===== src/rtl/nco_pkg.sv =====
package nco_pkg;
    localparam int ADDR_W = 3;
    localparam logic [ADDR_W-1:0] ADR_FREQ_LO = 3'd0;
    localparam logic [ADDR_W-1:0] ADR_FREQ_HI = 3'd1;
    localparam logic [ADDR_W-1:0] ADR_OFFSET  = 3'd2;
    localparam logic [ADDR_W-1:0] ADR_HOLD    = 3'd3;
    localparam logic [ADDR_W-1:0] ADR_CTRL    = 3'd4;
endpackage


===== src/rtl/nco_sync_sel.sv =====
module nco_sync_sel #(
    parameter int NUM_SYNC = 4,
    localparam int SEL_W = $clog2(NUM_SYNC)
) (
    input  logic                soft_sync,
    input  logic [NUM_SYNC-1:0] sync_pins,
    input  logic [SEL_W-1:0]    sel,
    output logic                sync_ev
);
    logic [NUM_SYNC-1:0] pin_hit;

    for (genvar i = 0; i < NUM_SYNC; i++) begin : g_pin
        assign pin_hit[i] = sync_pins[i] && (sel == SEL_W'(i));
    end

    always_comb begin
        sync_ev = soft_sync || (|pin_hit);
    end
endmodule


===== src/rtl/nco_freq_ctrl.sv =====
module nco_freq_ctrl
    import nco_pkg::*;
#(
    parameter int HALF_W   = 16,
    parameter int HOLD_W   = 16,
    parameter int OFF_W    = 16,
    parameter int NUM_SYNC = 4,
    localparam int FREQ_W  = 2 * HALF_W,
    localparam int SEL_W   = $clog2(NUM_SYNC),
    localparam int CLR_BIT = SEL_W
) (
    input  logic              clk,
    input  logic              rst_n,
    input  logic              wr_en,
    input  logic [ADDR_W-1:0] wr_addr,
    input  logic [HALF_W-1:0] wr_data,
    input  logic              sleep,
    input  logic              sync_ev,
    input  logic              samp_en,
    output logic [FREQ_W-1:0] active_o,
    output logic [OFF_W-1:0]  offset_o,
    output logic [SEL_W-1:0]  sel_o,
    output logic              acc_clr_o
);
    typedef struct packed {
        logic [FREQ_W-1:0] shadow;
        logic [FREQ_W-1:0] active;
        logic [OFF_W-1:0]  offset;
        logic [HOLD_W-1:0] holdoff;
        logic [HOLD_W-1:0] cnt;
        logic [SEL_W-1:0]  sel;
        logic              hop_clr;
        logic              sleep;
    } ctrl_st_t;

    ctrl_st_t st_q, st_d;
    logic     freq_wr;
    logic     wake;
    logic     imm_wr;

    always_comb begin
        st_d      = st_q;
        acc_clr_o = 1'b0;
        freq_wr   = wr_en && (wr_addr == ADR_FREQ_LO || wr_addr == ADR_FREQ_HI);
        wake      = st_q.sleep && !sleep;
        imm_wr    = freq_wr && (st_q.holdoff == HOLD_W'(1));
        if (wr_en) begin
            case (wr_addr)
                ADR_FREQ_LO: st_d.shadow[HALF_W-1:0]      = wr_data;
                ADR_FREQ_HI: st_d.shadow[FREQ_W-1:HALF_W] = wr_data;
                ADR_OFFSET:  st_d.offset  = wr_data[OFF_W-1:0];
                ADR_HOLD:    st_d.holdoff = wr_data[HOLD_W-1:0];
                ADR_CTRL: begin
                    st_d.sel     = wr_data[SEL_W-1:0];
                    st_d.hop_clr = wr_data[CLR_BIT];
                end
                default: ;
            endcase
        end
        st_d.sleep = sleep;
        if (sleep) begin
            st_d.cnt = '0;
        end else begin
            if (wake) st_d.active = st_q.shadow;
            if (sync_ev && st_q.holdoff != '0) begin
                st_d.cnt = st_q.holdoff;
            end else if (st_q.cnt == HOLD_W'(1)) begin
                st_d.active = st_q.shadow;
                st_d.cnt    = '0;
                acc_clr_o   = st_q.hop_clr;
            end else if (st_q.cnt > HOLD_W'(1) && samp_en) begin
                st_d.cnt = st_q.cnt - HOLD_W'(1);
            end
            if (imm_wr) st_d.active = st_d.shadow;
        end
    end

    always_ff @(posedge clk) begin
        if (!rst_n) st_q <= '0;
        else        st_q <= st_d;
    end

    assign active_o = st_q.active;
    assign offset_o = st_q.offset;
    assign sel_o    = st_q.sel;

    // sleep cancels any pending countdown
    p_sleep_cancel_r5: assert property (@(posedge clk) disable iff (!rst_n)
        sleep |=> (st_q.cnt == '0));

    // leaving sleep promotes the staged word
    p_wake_load_r5: assert property (@(posedge clk) disable iff (!rst_n)
        (wake && !imm_wr) |=> (st_q.active == $past(st_q.shadow)));

    // accepted sync loads the programmed countdown length
    p_sync_load_r6: assert property (@(posedge clk) disable iff (!rst_n)
        (sync_ev && !sleep && st_q.holdoff != '0) |=> (st_q.cnt == $past(st_q.holdoff)));

    // live word stays put outside the three transfer paths
    p_live_stable_r2: assert property (@(posedge clk) disable iff (!rst_n)
        (!wake && st_q.cnt != HOLD_W'(1) && !imm_wr) |=> $stable(st_q.active));
endmodule


===== src/rtl/nco_phase_acc.sv =====
module nco_phase_acc #(
    parameter int FREQ_W  = 32,
    parameter int PHASE_W = 16
) (
    input  logic               clk,
    input  logic               rst_n,
    input  logic               step_en,
    input  logic [FREQ_W-1:0]  step,
    input  logic               clr,
    input  logic [PHASE_W-1:0] offset,
    output logic [PHASE_W-1:0] phase_out
);
    logic [FREQ_W-1:0] acc_q, acc_d;

    always_comb begin
        acc_d = acc_q;
        if (clr)          acc_d = '0;
        else if (step_en) acc_d = acc_q + step;
        phase_out = acc_q[FREQ_W-1 -: PHASE_W] + offset;
    end

    always_ff @(posedge clk) begin
        if (!rst_n) acc_q <= '0;
        else        acc_q <= acc_d;
    end

    // accumulator holds without an enable
    p_acc_hold_r3: assert property (@(posedge clk) disable iff (!rst_n)
        (!step_en && !clr) |=> $stable(acc_q));

    // one enabled sample adds exactly one step
    p_acc_step_r3: assert property (@(posedge clk) disable iff (!rst_n)
        (step_en && !clr) |=> (acc_q == $past(acc_q) + $past(step)));

    // clearing hop zeroes the accumulator
    p_hop_clear_r8: assert property (@(posedge clk) disable iff (!rst_n)
        clr |=> (acc_q == '0));
endmodule


===== src/rtl/nco_hop_phase.sv =====
module nco_hop_phase
    import nco_pkg::*;
#(
    parameter int HALF_W   = 16,
    parameter int HOLD_W   = 16,
    parameter int PHASE_W  = 16,
    parameter int NUM_SYNC = 4,
    localparam int FREQ_W  = 2 * HALF_W,
    localparam int SEL_W   = $clog2(NUM_SYNC)
) (
    input  logic                clk,
    input  logic                rst_n,
    input  logic                wr_en,
    input  logic [ADDR_W-1:0]   wr_addr,
    input  logic [HALF_W-1:0]   wr_data,
    input  logic                sleep,
    input  logic                soft_sync,
    input  logic [NUM_SYNC-1:0] sync_pins,
    input  logic                samp_en,
    output logic [PHASE_W-1:0]  phase_out
);
    logic [FREQ_W-1:0]  active;
    logic [PHASE_W-1:0] offset;
    logic [SEL_W-1:0]   sel;
    logic               sync_ev;
    logic               acc_clr;
    logic               step_en;

    assign step_en = samp_en && !sleep;

    nco_sync_sel #(.NUM_SYNC(NUM_SYNC)) u_sync (
        .soft_sync (soft_sync),
        .sync_pins (sync_pins),
        .sel       (sel),
        .sync_ev   (sync_ev)
    );

    nco_freq_ctrl #(
        .HALF_W   (HALF_W),
        .HOLD_W   (HOLD_W),
        .OFF_W    (PHASE_W),
        .NUM_SYNC (NUM_SYNC)
    ) u_ctrl (
        .clk       (clk),
        .rst_n     (rst_n),
        .wr_en     (wr_en),
        .wr_addr   (wr_addr),
        .wr_data   (wr_data),
        .sleep     (sleep),
        .sync_ev   (sync_ev),
        .samp_en   (samp_en),
        .active_o  (active),
        .offset_o  (offset),
        .sel_o     (sel),
        .acc_clr_o (acc_clr)
    );

    nco_phase_acc #(.FREQ_W(FREQ_W), .PHASE_W(PHASE_W)) u_acc (
        .clk       (clk),
        .rst_n     (rst_n),
        .step_en   (step_en),
        .step      (active),
        .clr       (acc_clr),
        .offset    (offset),
        .phase_out (phase_out)
    );
endmodule


===== config.mk =====
export PLATFORM = sky130hd
export DESIGN_NAME = nco_hop_phase
export DESIGN_NICKNAME = d
export VERILOG_FILES = /design/src/rtl/nco_pkg.sv /design/src/rtl/nco_sync_sel.sv /design/src/rtl/nco_freq_ctrl.sv /design/src/rtl/nco_phase_acc.sv /design/src/rtl/nco_hop_phase.sv
export SDC_FILE = /design/constraint.sdc
export NUM_CORES = 1
export LEC_CHECK = 0
export BUFFER_PORTS_ARGS = -buffer_cell sky130_fd_sc_hd__buf_2
export CORE_MARGIN = 2
export CORE_UTILIZATION = 40
export CTS_CLUSTER_DIAMETER = 60
export DETAILED_ROUTE_END_ITERATION = 10
export GPL_ROUTABILITY_DRIVEN = 0
export PLACE_DENSITY = 0.69
export SLEW_MARGIN = 10
export SYNTH_ARGS = -nofsm -noshare
export SYNTH_HDL_FRONTEND = slang
export SYNTH_SLANG_ARGS = --single-unit

===== constraint.sdc =====
create_clock -name clk -period 3 [get_ports clk]
set_input_delay 0.6 -clock clk [delete_from_list [all_inputs] [get_ports clk]]
set_output_delay 0.6 -clock clk [all_outputs]
set_load 0.01 [all_outputs]

==> impl_metrics.yaml <==
clock_network:
  clk_pin_slew_worst_paths_ns: 0.06
  clk-insertion-delay-late_ns: 0.43
  clock_tree_from_tritoncts: "done"
  cts_sinks: 148
  htreeDepth: 4
  max-clock-path-buffers: 2
  cts_buffers: 17
  clock_tree.root_cell: "sky130_fd_sc_hd__clkbuf_16"
  cts_hold_repair_buffers: 0
placed_design:
  hpwl_um: 15400
  dp.cells: 1333
  buffer_ports.inserted: 44
  place_area_um2: 9040
logic_synthesis:
  synthesis.instances: 1036
  postSynth.asyncResetShare_pct: 0
  synth_top_area_cell: "sky130_fd_sc_hd__dfxtp_1"
  synth_top_cell_area_share_pct: 35.6
  number_of_enable_flip_flop_cells_after_synthesis: 0
  post_synth_most_frequent_cells: "148 x sky130_fd_sc_hd__dfxtp_1, 148 x sky130_fd_sc_hd__nand2_1, 96 x sky130_fd_sc_hd__a21oi_1"
  ys_seq_area_share_pct: 35.6
  synth-main-ff-cell: "sky130_fd_sc_hd__dfxtp_1"
  synth_warnings: 0
  netlist-cell-type-count: 54
  ys_ff_latch: 148
  mappedNetlistArea_um2: 8330
  synth_area_leaders: "sky130_fd_sc_hd__dfxtp_1 36%, sky130_fd_sc_hd__ha_1 7.2%, sky130_fd_sc_hd__nand2_1 6.7%"
  synth.avg_cell_area_um2: 8.04
  synthesis.nets: 1115
power:
  p_clk_share_pct: 41.6
  netSwitchingFraction_pct: 28.7
  power.switching_uw: 1430
  sequentialPowerShare_pct: 41.7
  vdd.ir_drop.worst_v: 0.000392
  leakagePower_uw: 0.00406
  post-layout-total-power_uw: 4980
  comb_power_share_pct: 16.7
  power.density_cell_area_nw_per_um2: 503
  intPower_uw: 3550
sta:
  maxSlewViolCount: 0
  final.setup_skew_ns: 0.00903
  final.period_utilization_pct: 119
  maxSlewHeadroom_pct: 56.4
  final-setup-viol-count: 8
  achievable-frequency_mhz: 281
  period_minus_slack_ns: 3.56
  hold_viol: 0
  tightest_slew_ns: 0.653
  final_critical_path_setup_slack_ns: -0.562
  grt_setup_unrepaired: "true"
critical_path:
  cp_data_required_time_ns: 2.40
  critical-path-slowest-cell: "sky130_fd_sc_hd__fa_2"
  crit_family: "compound AO/OA/AOI/OAI gates"
  setup.worst_path.start_class: "flip-flop"
  critical_path.endpoint_type: "output pin"
  most_common_cell_type_on_the_critical_path: "sky130_fd_sc_hd__a21oi_2"
  path_cells: "ha_4 -> fa_2 -> a21o_1 -> a21oi_2 -> o21bai_1 -> a21oi_2 -> o21bai_2 -> a211oi_2 -> o21ai_2 -> a31o_2 -> a21oi_2 -> xnor2_1 -> buf_2"
  crit_buf_inv: 1
  cpPeakStageDelay_ns: 0.34
  worst-endpoint-arrival_ns: 2.96
  cp_max_fo: 2
  criticalPathCategory: "reg -> out"
die:
  floorplan.die_area_um2: 22000
  floorplan.die.height_um: 148
  floorplan.initialDensity_pct: 40.9
  design.portCount: 45
  die_x_um: 148
  floorplan.core_area_um2: 20400
  floorplan.rows: 52
run_status:
  status: "finished with violations"
  failed_checks: "setup timing"
routing:
  highest-signal-layer: "met4"
  antenna_left: 0
  wl_met1_um: 10300
  route.detailed.vias_per_inst: 5.48
  drt-pass1-iter-count: 5
  route.detailed.wl_per_inst_um: 16.0
  drcViolationCount: 0
  via_count: 7579
  first_iter_violations: 484
  routed_wirelength_um: 22100
  met2RoutedLength_um: 10500
  met3_length_um: 1040
job:
  max_cap_violations: 0
final_layout:
  fin_area_um2: 9900
  antenna_cells: 0
  post-route-util_pct: 48.6
  area_growth_from_synthesis_to_layout_pct: 18.8
  layout.nets: 1179
  instances_no_fill: 1382
  area_of_the_multi_input_gates_um2: 5300
  layout.filler_cells: 1937
  regArea_um2: 2970
  drive_above_1_share_pct: 15.7
hold_path:
  min_path_type: "reg -> reg"
global_route:
  first_global_vias: 7031
  grt_first_pass_wirelength_um: 36100
  antenna_violations_before_repair: 0
  global_route.overflow_total: 0
  grtUsageTotal_pct: 20.5
  maximum_number_of_pins_on_one_net_before_global_route_repair: 60
[power by group through the flow]
stage                     Sequential [µW]  Combinational (µW)  Clock, µW
after floorplan                      2100                 587          0
after global placement               2120                 803          0
after detailed placement             2120                 813          0
after CTS                            2070                 820       2110
after global routing                 2080                 924       2200
final                                2080                 833       2070
[flip-flops by register name (all words and copies together), names as in the netlist]
register	cells
u_ctrl.st_q	66
u_acc.acc_q	32
u_ctrl.sel_o	2
u_ctrl.active_o	32
u_ctrl.offset_o	16
[per-stage QoR]
stage	setup WS [ns]	hold slack [ns]	TNS [ns]
after floorplan	0.0165	0.436	0
after global placement	-0.190	0.443	-0.673
after detailed placement	-0.219	0.450	-0.905
after CTS	-0.624	0.458	-2.92
after global routing	-0.704	0.478	-4.03
final	-0.562	0.455	-2.40
[logic make-up after synthesis]
logic type	count (synthesis)	share of synthesized area (%)
xor+xnor	44	4.62
flops	148	35.6
buf+inv	68	3.11
compound gates	321	24.1
mux	40	4.95
simple gates	365	20.0
fa+ha+maj	50	7.69
[layer usage]
layer | vias up | GRT usage [%]
met5 | - | 0
met4 | 0 | 5.76
met3 | 27 | 3.74
met2 | 189 | 33.8
met1 | 3606 | 27.7
li1 | 3757 | -
[final cells by class]
cell class,instances,area share (%)
tap,270,3.41
sequential,148,30.0
inverter,14,0.531
clock buffer,19,4.37
timing repair buffer,99,6.81
clock inverter,12,1.34
multi-input combinational,820,53.5
[cell usage in the layout, fill, tap and decap left out, types with 4 or more instances in the layout]
cell                        Yosys  layout
sky130_fd_sc_hd__a211oi_1       6       4
sky130_fd_sc_hd__a21boi_0      34      34
sky130_fd_sc_hd__a21o_1        49      49
sky130_fd_sc_hd__a21oi_1       96      88
sky130_fd_sc_hd__a21oi_2        0       8
sky130_fd_sc_hd__a22oi_1        8       8
sky130_fd_sc_hd__and2_1         6       6
sky130_fd_sc_hd__and3_1         6       6
sky130_fd_sc_hd__buf_2          3      44
sky130_fd_sc_hd__buf_4          0      51
sky130_fd_sc_hd__clkbuf_16      0      17
sky130_fd_sc_hd__dfxtp_1      148     142
sky130_fd_sc_hd__dfxtp_2        0       5
sky130_fd_sc_hd__ha_1          48      45
sky130_fd_sc_hd__inv_1         14      14
sky130_fd_sc_hd__mux2i_1       39      39
sky130_fd_sc_hd__nand2_1      148     148
sky130_fd_sc_hd__nand2b_1       9       8
sky130_fd_sc_hd__nand3_1       24      24
sky130_fd_sc_hd__nor2_1        81      80
sky130_fd_sc_hd__nor2b_1       44      42
sky130_fd_sc_hd__nor3_1        22      21
sky130_fd_sc_hd__nor4_1         7       6
sky130_fd_sc_hd__o21a_1         7       7
sky130_fd_sc_hd__o21ai_0       79      73
sky130_fd_sc_hd__o21ai_1        9      13
sky130_fd_sc_hd__o21bai_1       8       7
sky130_fd_sc_hd__or3_1          8       8
sky130_fd_sc_hd__xnor2_1       33      31
sky130_fd_sc_hd__xor2_1        11      11
[final timing paths]
| kind | start | slack, ns | cells after the start | end |
|---|---|---|---|---|
| setup / recovery | u_acc.acc_q[16] | -0.56 | 13 | phase_out[14] |
| setup reg to reg | u_acc.acc_q[0] | 0.03 | 13 | u_acc.acc_q[28] |
| hold / removal | u_acc.acc_q[15] | 0.46 | 2 | u_acc.acc_q[15] |
| hold reg to reg | u_acc.acc_q[15] | 0.46 | 2 | u_acc.acc_q[15] |
[repair_timing]
item,4_1_cts,5_1_grt
setup endpoints to repair,14,18
endpoints found under the hold margin,0,0
setup buffers,18,8
pin swaps,27,19
gates resized for setup,22,16
[worst register-to-register path, delay by kind of cell, from the launching register on]
kind	cells	cell delay (ns)
adders and majority gates	2	0.51
xor gates and xnor gates	1	0.14
DFF	1	0.33
buffers and inverters	1	0.19
AOI/OAI and AO/OA	7	1.56
and+or+nand+nor	2	0.18
No activity file was read; power rests on OpenSTA's default activity.
